## config.mk

```make
export PLATFORM = sky130hd
export DESIGN_NAME = bcd_calendar
export DESIGN_NICKNAME = d
export VERILOG_FILES = /design/src/rtl/bcd_calendar.sv
export SDC_FILE = /design/constraint.sdc
export NUM_CORES = 1
export LEC_CHECK = 0
export BUFFER_PORTS_ARGS = -buffer_cell sky130_fd_sc_hd__buf_2
export CORE_MARGIN = 2
export CORE_UTILIZATION = 55
export CTS_CLUSTER_SIZE = 28
export DETAILED_ROUTE_END_ITERATION = 8
export GPL_TIMING_DRIVEN = 0
export PLACE_DENSITY_LB_ADDON = 0.2
export SYNTH_ARGS = -nofsm -noshare
export SYNTH_HDL_FRONTEND = slang
export SYNTH_SLANG_ARGS = --single-unit
```

## constraint.sdc

```tcl
create_clock -name clk -period 2.6 [get_ports clk]
set_input_delay 0.13 -clock clk [delete_from_list [all_inputs] [get_ports clk]]
set_output_delay 0.13 -clock clk [all_outputs]
set_load 0.02 [all_outputs]
```

## src/rtl/bcd_calendar.sv

```systemverilog
`timescale 1ns/1ps
module bcd_calendar (
  input  logic       clk,
  input  logic       rst_n,
  input  logic       tick,
  input  logic       osc_fail,
  input  logic       ce,
  input  logic       we,
  input  logic [2:0] addr,
  input  logic [7:0] wdata,
  output logic [7:0] rdata
);
  logic [7:0] sec, yr;
  logic [6:0] mn, hr, wd, dy, mo, gp;
  logic [4:0] rf;
  logic       osc;
  logic [7:0] wsel;
  logic [5:0] last_day;
  logic       leap, c_mn, c_hr, c_dy, c_mo, c_yr;

  function automatic logic [6:0] inc7(input logic [6:0] v);
    return (v[3:0] == 4'd9) ? {v[6:4] + 3'd1, 4'd0} : v + 7'd1;
  endfunction

  function automatic logic [6:0] step(input logic [6:0] v, input logic [6:0] keep);
    return (inc7(v & ~keep) & ~keep) | (v & keep);
  endfunction

  assign wsel = we ? (8'b1 << addr) : 8'b0;
  assign leap = yr[4] ? (yr[3:0] == 4'd2 || yr[3:0] == 4'd6)
                      : (yr[3:0] == 4'd0 || yr[3:0] == 4'd4 || yr[3:0] == 4'd8);

  always_comb begin
    case (mo[4:0])
      5'h02:                      last_day = leap ? 6'h29 : 6'h28;
      5'h04, 5'h06, 5'h09, 5'h11: last_day = 6'h30;
      default:                    last_day = 6'h31;
    endcase
  end

  assign c_mn = tick & ~wsel[0] & (sec[6:0] == 7'h59);
  assign c_hr = c_mn & ~wsel[1] & (mn == 7'h59);
  assign c_dy = c_hr & ~wsel[2] & (hr[5:0] == 6'h23);
  assign c_mo = c_dy & ~wsel[4] & (dy[5:0] == last_day);
  assign c_yr = c_mo & ~wsel[5] & (mo[4:0] == 5'h12);

  always_ff @(posedge clk) begin
    if (wsel[0])   sec <= wdata;
    else if (tick) sec[6:0] <= (sec[6:0] == 7'h59) ? 7'h00 : inc7(sec[6:0]);

    if (wsel[1])   mn <= wdata[6:0];
    else if (c_mn) mn <= (mn == 7'h59) ? 7'h00 : inc7(mn);

    if (wsel[2])   hr <= wdata[6:0];
    else if (c_hr) hr <= (hr[5:0] == 6'h23) ? {hr[6], 6'h00} : step(hr, 7'h40);

    if (wsel[3])   wd <= wdata[6:0];
    else if (c_dy) wd <= {wd[5:0], wd[6]};

    if (wsel[4])   dy <= wdata[6:0];
    else if (c_dy) dy <= (dy[5:0] == last_day) ? {dy[6], 6'h01} : step(dy, 7'h40);

    if (wsel[5])   mo <= wdata[6:0];
    else if (c_mo) mo <= (mo[4:0] == 5'h12) ? {mo[6:5], 5'h01} : step(mo, 7'h60);

    if (wsel[6])   yr <= wdata;
    else if (c_yr) yr <= (yr == 8'h99) ? 8'h00
                        : (yr[3:0] == 4'd9) ? {yr[7:4] + 4'd1, 4'd0} : yr + 8'd1;

    if (wsel[7])   gp <= wdata[6:0];
  end

  always_ff @(posedge clk or negedge rst_n) begin
    if (!rst_n) begin
      rf  <= 5'd0;
      osc <= 1'b1;
    end else begin
      rf <= ce ? (rf | {c_mo, c_dy, c_dy, c_hr, c_mn}) : 5'd0;
      if (osc_fail)                 osc <= 1'b1;
      else if (wsel[7] && !wdata[7]) osc <= 1'b0;
    end
  end

  always_comb begin
    case (addr)
      3'd0:    rdata = sec;
      3'd1:    rdata = {rf[0], mn};
      3'd2:    rdata = {rf[1], hr};
      3'd3:    rdata = {rf[2], wd};
      3'd4:    rdata = {rf[3], dy};
      3'd5:    rdata = {rf[4], mo};
      3'd6:    rdata = yr;
      default: rdata = {osc, gp};
    endcase
  end
endmodule

```

**Yosys cells after proc, flatten, opt, wreduce, memory -nomap -nowiden**

Index checks and enable logic that the tools add are counted.

- Add/subtract/negate cells: 12
- Multiply operators: 0
- Divide/modulo/power cells: 0
- $lt $le $gt $ge: 0
- Eq/ne operators: 30
- Shift operators: 1
- Multiplexer cells: 34
- Bitwise logic cells: 19
- Reduce and logical (&&, ||, !) cells: 19

Operator list:

| operator | count |
|---|---|
| $mux 7 | 19 |
| $pmux 8 s7 | 1 |
| $mux 8 | 5 |
| $eq 4x4->1 const B | 7 |
| $reduce_bool 2->1 | 8 |
| $add 7x1->7 const B | 2 |
| $eq 7x7->1 const B | 2 |
| $or 6x7->7 | 2 |
| $add 6x1->6 const B | 2 |
| $mux 6 | 2 |
| $and 1x1->1 | 10 |
| $eq 5x3->1 const B | 2 |
| $eq 5x5->1 const B | 2 |
| $mux 5 | 2 |
| $pmux 5 s2 | 1 |
| $eq 3x3->1 const B | 3 |
| $add 8x1->8 const B | 1 |
| $eq 4x3->1 const B | 2 |
| $eq 8x8->1 const B | 1 |
| $shl 1x3->8 const A | 1 |
| $or 5x7->7 | 1 |
| $add 3x1->3 const B | 2 |
| $eq 3x2->1 const B | 2 |
| $eq 6x6->1 | 1 |
| 20 further kinds | 34 |

- Register bits: 64
- Latch bits: 0
- Bits in writable memories: 0
- Bits in read-only memories: 0
- Bits of input ports: 17
- Memories kept: 0

**Logic depth before layout (Yosys ltp)**

Gate-level depths: netlist of the first run.

- Word-level depth: 15
- Depth in mapped cells: 8

**Least setup slack after synthesis of the first run**

No wires, ideal clock.

- Path kind: reg-to-reg
- From: register yr[2]
- To: register yr[0] (enable)
- Arrival time: 1.964 ns
- Path slack: 0.305 ns
- Cell stages (with the launch flop): 7
- Path buffers: 1
- Period minus slack after synthesis: 2.295 ns
- Path through: edfxtp_1 -> buf_6 -> a211o_1 -> a21o_1 -> a311o_1 -> nor3b_4 -> a31o_1

- Cells in the longest elaborated chain, start to end: 11
- Elaborated cells on any way between the ends: 16

RTL lines:

| element | RTL line | source |
|---|---|---|
| start: declaration | 13 | `logic [7:0] sec, yr;` |
| start signal: assignment | 66 | `if (wsel[6]) yr <= wdata;` |
| start signal: assignment | 67 | `else if (c_yr) yr <= (yr == 8'h99) ? 8'h00` |
| $eq 4x3->1 / $logic_not 4->1 (equally long branches) | 31 | `: (yr[3:0] == 4'd0 \|\| yr[3:0] == 4'd4 \|\| yr[3:0] == 4'd8);` |
| $logic_or 1x1->1 (2 in series) | 31 |  |
| $mux 1 (*) | 30 | `assign leap = yr[4] ? (yr[3:0] == 4'd2 \|\| yr[3:0] == 4'd6)` |
| $mux 1 (*) | 35 | `5'h02: last_day = leap ? 6'h29 : 6'h28;` |
| $pmux 5 s2 (*) | 34 | `case (mo[4:0])` |
| $eq 6x6->1 (*) | 44 | `assign c_mo = c_dy & ~wsel[4] & (dy[5:0] == last_day);` |
| $and 1x1->1 (*) | 44 |  |
| $and 1x1->1 (*) (2 in series) | 45 | `assign c_yr = c_mo & ~wsel[5] & (mo[4:0] == 5'h12);` |
| $reduce_bool 2->1 (no source line) (*) | -- |  |

Mark *: on every way between the ends. The rest lies on a longest branch, timed or not.
A chain may end at the register's enable or synchronous reset.

**Worst setup path in the final report of the first run**

- From: register sec[1]
- To: register yr[2] (enable)

- Cells in the longest elaborated chain, start to end: 11

RTL lines:

| element | RTL line | source |
|---|---|---|
| start: declaration | 13 |  |
| start signal: assignment | 48 | `if (wsel[0]) sec <= wdata;` |
| start signal: assignment | 49 | `else if (tick) sec[6:0] <= (sec[6:0] == 7'h59) ? 7'h00 : inc7(sec[6:0]);` |
| $eq 7x7->1 | 41 | `assign c_mn = tick & ~wsel[0] & (sec[6:0] == 7'h59);` |
| $and 1x1->1 | 41 |  |
| $and 1x1->1 (2 in series) | 42 | `assign c_hr = c_mn & ~wsel[1] & (mn == 7'h59);` |
| $and 1x1->1 (2 in series) | 43 | `assign c_dy = c_hr & ~wsel[2] & (hr[5:0] == 6'h23);` |
| $and 1x1->1 (2 in series) | 44 |  |
| $and 1x1->1 (2 in series) | 45 |  |
| $reduce_bool 2->1 (no source line) | -- |  |

Every way passes these cells.

==> metrics.yaml, run 1 <==
critical_path:
  setup.worst_path.start: "sec[1]"
  cp.arrival_ns: 2.53
  start_kind: "register"
  r2r_start: "sec[1]"
  setup.worst_path.class: "reg2reg"
  slowest_delay_ns: 0.46
  path_cells: "inv_1 -> ha_1 -> and3b_1 -> nand4b_1 -> nor3_4 -> and4_1 -> a31o_2"
  critical_path.slowest_cell: "edfxtp_1"
  crit_path_end_kind: "register"
  worstPathRequired_ns: 2.63
  cp_max_fo: 8
placement:
  place_ws_ns: -0.206
  dp.cells: 597
  hpwl_um: 8400
  gp_congestion: 0.995
  portBuffers: 23
finish:
  areaGrowthSynthToFinish_pct: 10.1
  multiInputGateArea_um2: 2290
  final_nets: 542
  layout_commonest_cell: "nand2_1"
  seq_area_um2: 1890
  final_util_pct: 62.4
  drive_above_1_share_pct: 14.4
  final.fill_count: 672
  final_cells: 617
  antennaDiodeCount: 0
  mostFrequentLayoutCells: "nand2_1, edfxtp_1, o21ai_0"
clock_tree:
  clk_path_buf_depth: 2
  clkTransAtPathRegs_ns: 0.07
  cts-root-buf: "clkbuf_8"
  clock-sinks: 64
  htreeDepth: 3
  numCtsBuffers: 9
  insertion_delay_ns: 0.34
  cts_tree: "yes"
drt:
  drt-met1-wl_um: 5040
  drtIter0Drc: 365
  route.met2.wl_um: 5590
  routed.top_layer: "met4"
  dr_wl_met3_um: 779
  wl_um: 11600
  post_drt_via_cell_ratio: 6.20
  via_count: 3824
  antenna_left: 0
  wl_per_cell_um: 18.8
  drc: 0
  drt_first_pass_iters: 5
power_and_ir_drop:
  pwr-share-seq_pct: 53.0
  fin_total_pwr_uw: 2270
  ir_worst_vdd_v: 0.000277
  switching_share_pct: 27.9
  p_leak_uw: 0.00180
  pwr-share-comb_pct: 15.6
  power_frac_clock_pct: 31.5
  internal_power_uw: 1640
  p_per_area_nw_per_um2: 472
  p_sw_uw: 635
global_routing:
  grt_usage_pct: 28.1
  grt_max_degree: 11
  grt_first_pass_wirelength_um: 18600
  antenna_found_initial: 0
  overflow: 0
  grt_pass1_vias: 3567
timing:
  setup_ws_ns: 0.100
  worst_pin_slew_ns: 0.854
  finalSetupViolCount: 0
  max_freq_mhz: 400
  fin_crit_ns: 2.50
  drv_slew: 0
  finalCritPeriodShare_pct: 96.1
  skew_ns: 0.00698
  rsz0062_at_grt: "false"
  relSlewSlack_pct: 42.3
  finalHoldViolCount: 0
synth:
  synth_seq_cells: 64
  synth_flop_cell: "edfxtp_1"
  async_reset_ff_share_pct: 9.38
  postSynthNetCount: 502
  syn_inst: 472
  synth-edff-count: 58
  synth_warnings: 0
  ys_seq_area_share_pct: 43.2
  netlist_area_um2: 4380
  synth.avg_cell_area_um2: 9.28
  synth_cell_types: 60
hold_path:
  holdCritPathClass: "in2reg"
  min-delay-start: "wdata[7]"
floorplan:
  dieWidth_um: 93.2
  num_rows: 32
  ios: 25
  die_y_um: 93.2
  dieArea_um2: 8690
  initial_core_util_pct: 56.7
  core_area_um2: 7730
run:
  drv_cap: 0
run_status:
  status: "completed"
==> per-stage QoR <==
step / setup TNS (ns) / hold slack [ns] / cell area (µm²)
floorplan: 0 / -0.166 / 4380
finish: 0 / 0.0200 / 4820
CTS: 0 / 0.0154 / 4790
global route: 0 / 0.0108 / 4820
global placement: -1.16 / -0.0372 / 4620
detailed placement: -1.65 / -0.0363 / 4620
==> kinds of logic (layout without fill, tap and decap cells) <==
group	after synthesis	in the layout	share of synthesized area [%]
flops	64	64	43.2
fa+ha+maj	13	13	3.71
compound gates	120	120	16.9
mux	23	23	6.17
buf+inv	48	91	4.69
xor+xnor	23	23	4.60
simple gates	181	181	20.7
==> sequential cells by signal (all words and copies together) (netlist names) <==
signal,cells
sec,8
yr,8
dy,7
gp,7
hr,7
mn,7
mo,7
wd,7
rf,5
osc,1
==> routing by layer <==
metal / vias up / GRT usage [%]
met5: - / 0
met4: 0 / 7.60
met3: 23 / 3.71
met2: 169 / 46.0
met1: 1839 / 39.6
li1: 1793 / -
==> cell usage after synthesis (3+ instances only) <==
cell / number / area [µm²]
o21a_1: 4 / 30.0
xnor2_1: 11 / 96.3
xor2_1: 12 / 105
a31oi_1: 5 / 31.3
buf_2: 8 / 40.0
o22ai_1: 3 / 18.8
a21o_1: 4 / 30.0
a21oi_1: 26 / 130
or3_1: 3 / 18.8
a221oi_1: 4 / 35.0
edfxtp_1: 58 / 1740
nor3b_1: 5 / 37.5
inv_1: 18 / 67.6
nand2_1: 77 / 289
mux2i_1: 9 / 90.1
nor2_1: 26 / 97.6
nand3_1: 18 / 90.1
or2_2: 4 / 25.0
mux2_2: 12 / 135
nand3b_1: 5 / 37.5
o21ai_0: 46 / 230
clkbuf_1: 19 / 71.3
and2_1: 6 / 37.5
o22a_1: 4 / 35.0
nor2b_1: 8 / 50.1
nand2b_1: 3 / 18.8
and3_1: 3 / 18.8
o31ai_1: 8 / 60.1
ha_1: 13 / 163
nor3_1: 7 / 35.0
a211oi_1: 3 / 22.5
or3b_2: 3 / 26.3
dfrtp_1: 5 / 125
==> power groups by stage <==
stage / Sequential, µW / Combinational [µW] / Clock (µW)
6_report: 1200 / 354 / 716
5_1_grt: 1210 / 391 / 759
4_1_cts: 1200 / 351 / 713
3_5_place_dp: 1230 / 346 / 0
3_3_place_gp: 1220 / 340 / 0
2_1_floorplan: 1210 / 239 / 0
==> area by class of cell <==
cell class | instances | area share, %
plain buffers | 29 | 2.78
multi-input cells | 360 | 47.4
well taps | 102 | 2.65
inverters | 19 | 1.48
flip-flops and latches | 64 | 39.3
clock buffers | 12 | 2.80
repair buffers | 29 | 3.43
clock inverters | 2 | 0.182
==> what timing repair did <==
action	CTS	global route
hold buffers	2	0
setup endpoints to repair	9	8
pin swaps	1	2
setup buffers	0	4
gates resized for setup	2	0
hold endpoints to repair	7	0
==> critical path: cells and delay by family (launching register included) <==
| family | cells | cell delay [ns] |
|---|---|---|
| AOI/OAI and AO/OA | 1 | 0.31 |
| and+or+nand+nor | 4 | 1.12 |
| buffers and inverters | 1 | 0.09 |
| adders and majority gates | 1 | 0.20 |
| DFF | 1 | 0.46 |
==> path summary, 6_finish.rpt <==
kind	end	slack, ns	cells after the start
max in group asynchronous	osc	2.23	2
max	yr[2]	0.10	7
min reg2reg	rf[1]	0.50	1
max reg2reg	yr[2]	0.10	7
min in group asynchronous	rf[4]	0.13	2
min	sec[7]	0.02	1
(Power assumes the default switching activity.)
==> run 2: changes to the inputs <==
Settings changed: SETUP_SLACK_MARGIN set to 0.4.
==> run 2 against run 1 <==
Sequential share of layout area decreased by 2.7 points. Die area unchanged. Via count increased by 3.6%. Utilization increased by 4.5 points. Cell count increased by 4.2%. Sequential cell count unchanged. Critical path depth unchanged. Clock-buffer cell count decreased by 3. Hold slack improved by 0.0044 ns. Global-route usage increased by 2.0 points. Sequential power about the same. Fmax increased by 11%. Critical path type unchanged.
==> metrics.yaml, run 2 (synthesis gave the netlist of run 1 again) <==
finish:
  layout_commonest_cell: "nand2_1"
  drive_above_1_share_pct: 22.0
  final_area_um2: 5170
  antennaDiodeCount: 0
  reg_top3: "sec x8, yr x8"
  final_nets: 566
  mostFrequentLayoutCells: "nand2_1, edfxtp_1, o21ai_0"
  final_cells: 643
  areaGrowthSynthToFinish_pct: 18.1
timing:
  skew_ns: 0.0131
  finalHoldViolCount: 0
  max_freq_mhz: 444
  finalCritPeriodShare_pct: 86.6
  setup-tns-final_ns: 0
  hold_slack_ns: 0.0244
  drv_slew: 0
  fin_crit_ns: 2.25
  setup_ws_ns: 0.350
  relSlewSlack_pct: 44.5
  worst_pin_slew_ns: 0.821
  finalSetupViolCount: 0
  rsz0062_at_grt: "true"
placement:
  placed_area_um2: 4630
  place_ws_ns: 0.0226
  dp.cells: 597
  gp_congestion: 1.00
  hpwl_um: 8600
  portBuffers: 23
drt:
  wl_per_cell_um: 19.9
  antenna_left: 0
  drtIter0Drc: 439
  drt_first_pass_iters: 5
  via_count: 3963
  wl_um: 12800
  drc: 0
  post_drt_via_cell_ratio: 6.16
floorplan:
  dieArea_um2: 8690
  ios: 25
  initial_core_util_pct: 56.7
  die_y_um: 93.2
  dieWidth_um: 93.2
  core_area_um2: 7730
  num_rows: 32
global_routing:
  overflow: 0
  grt_pass1_vias: 3694
  grt_usage_pct: 30.1
  grt_first_pass_wirelength_um: 19600
  grt_max_degree: 14
  antenna_found_initial: 0
critical_path:
  slowest_delay_ns: 0.40
  start_kind: "register"
  crit_path_end_kind: "register"
  critical_path.slowest_cell: "edfxtp_1"
  cp.arrival_ns: 2.32
  setup.worst_path.class: "reg2reg"
  path_cells: "inv_1 -> ha_4 -> and3b_2 -> nand4b_1 -> nor3_4 -> and4_4 -> a31o_4"
  cp_max_fo: 8
  worstPathRequired_ns: 2.67
clock_tree:
  insertion_delay_ns: 0.37
  cts-root-buf: "clkbuf_8"
  cts_tree: "yes"
  clk_path_buf_depth: 2
  numCtsBuffers: 9
  clkTransAtPathRegs_ns: 0.08
  htreeDepth: 3
  clock-sinks: 64
hold_path:
  holdCritPathClass: "in2reg"
power_and_ir_drop:
  p_leak_uw: 0.00198
  p_per_area_nw_per_um2: 487
  ir_worst_vdd_v: 0.000256
run:
  drv_cap: 0
run_status:
  status: "completed"
-- run 2: cell types whose count changed in the layout (fill, tap and decap cells not counted), sizes merged --
cell	before	now
clkbuf	31	27
clkinvlp	0	1
buf	37	62
bufinv	0	1
inv	18	21
-- run 2: stage by stage --
stage | util, % | power, µW
2_1_floorplan | - | 1450
3_3_place_gp | 59.9 | 1570
3_5_place_dp | 59.9 | 1580
4_1_cts | 65.9 | 2480
5_1_grt | 66.9 | 2600
6_report | 66.9 | 2520
-- run 2: power by group --
part | total [µW] | internal [µW] | leakage (µW) | switching (µW)
Clock | 910 | 452 | 0.000101 | 457
Combinational | 408 | 166 | 0.00128 | 242
Sequential | 1200 | 1170 | 0.000607 | 31.9
-- run 2: worst paths after layout --
path | from | endpoint | slack (ns) | cells after the start
hold / removal | wdata[7] | sec[7] | 0.02 | 1
setup reg to reg | sec[1] | yr[7] | 0.35 | 7
hold reg to reg | rf[4] | rf[4] | 0.49 | 2
setup / recovery | sec[1] | yr[7] | 0.35 | 7
max in group asynchronous | rst_n | osc | 2.24 | 2
min in group asynchronous | rst_n | rf[4] | 0.13 | 2
-- run 2: layout make-up --
cell class / count / area, µm²
plain buffers: 29 / 155
inverters: 19 / 71.3
flip-flops and latches: 64 / 1890
clock inverters: 7 / 77.6
clock buffers: 9 / 124
repair buffers: 53 / 359
multi-input cells: 360 / 2360
well taps: 102 / 128
fillers: 650 / 2550
-- run 2: critical path, delay by kind of cell, from the launching register on --
family | cells | cell delay, ns
AOI/OAI and AO/OA | 1 | 0.23
adders and majority gates | 1 | 0.16
buffers and inverters | 1 | 0.11
DFF | 1 | 0.40
and+or+nand+nor | 4 | 1.05
-- run 2: layer usage --
metal	share of wire (%)	up-vias	global-route usage [%]
met2	46	220	47.2
met1	42	1878	41.9
met3	11	26	5.24
li1	-	1839	-
met5	0	-	0
met4	2.0	0	11.5
-- run 2: what timing repair did --
item                                   4_1_cts  5_1_grt
resized for setup                           22       16
endpoints found under the hold margin        7        0
pin swaps                                    9        8
hold buffers                                 2        0
setup buffers                               23        5
setup endpoints to repair                   39       41
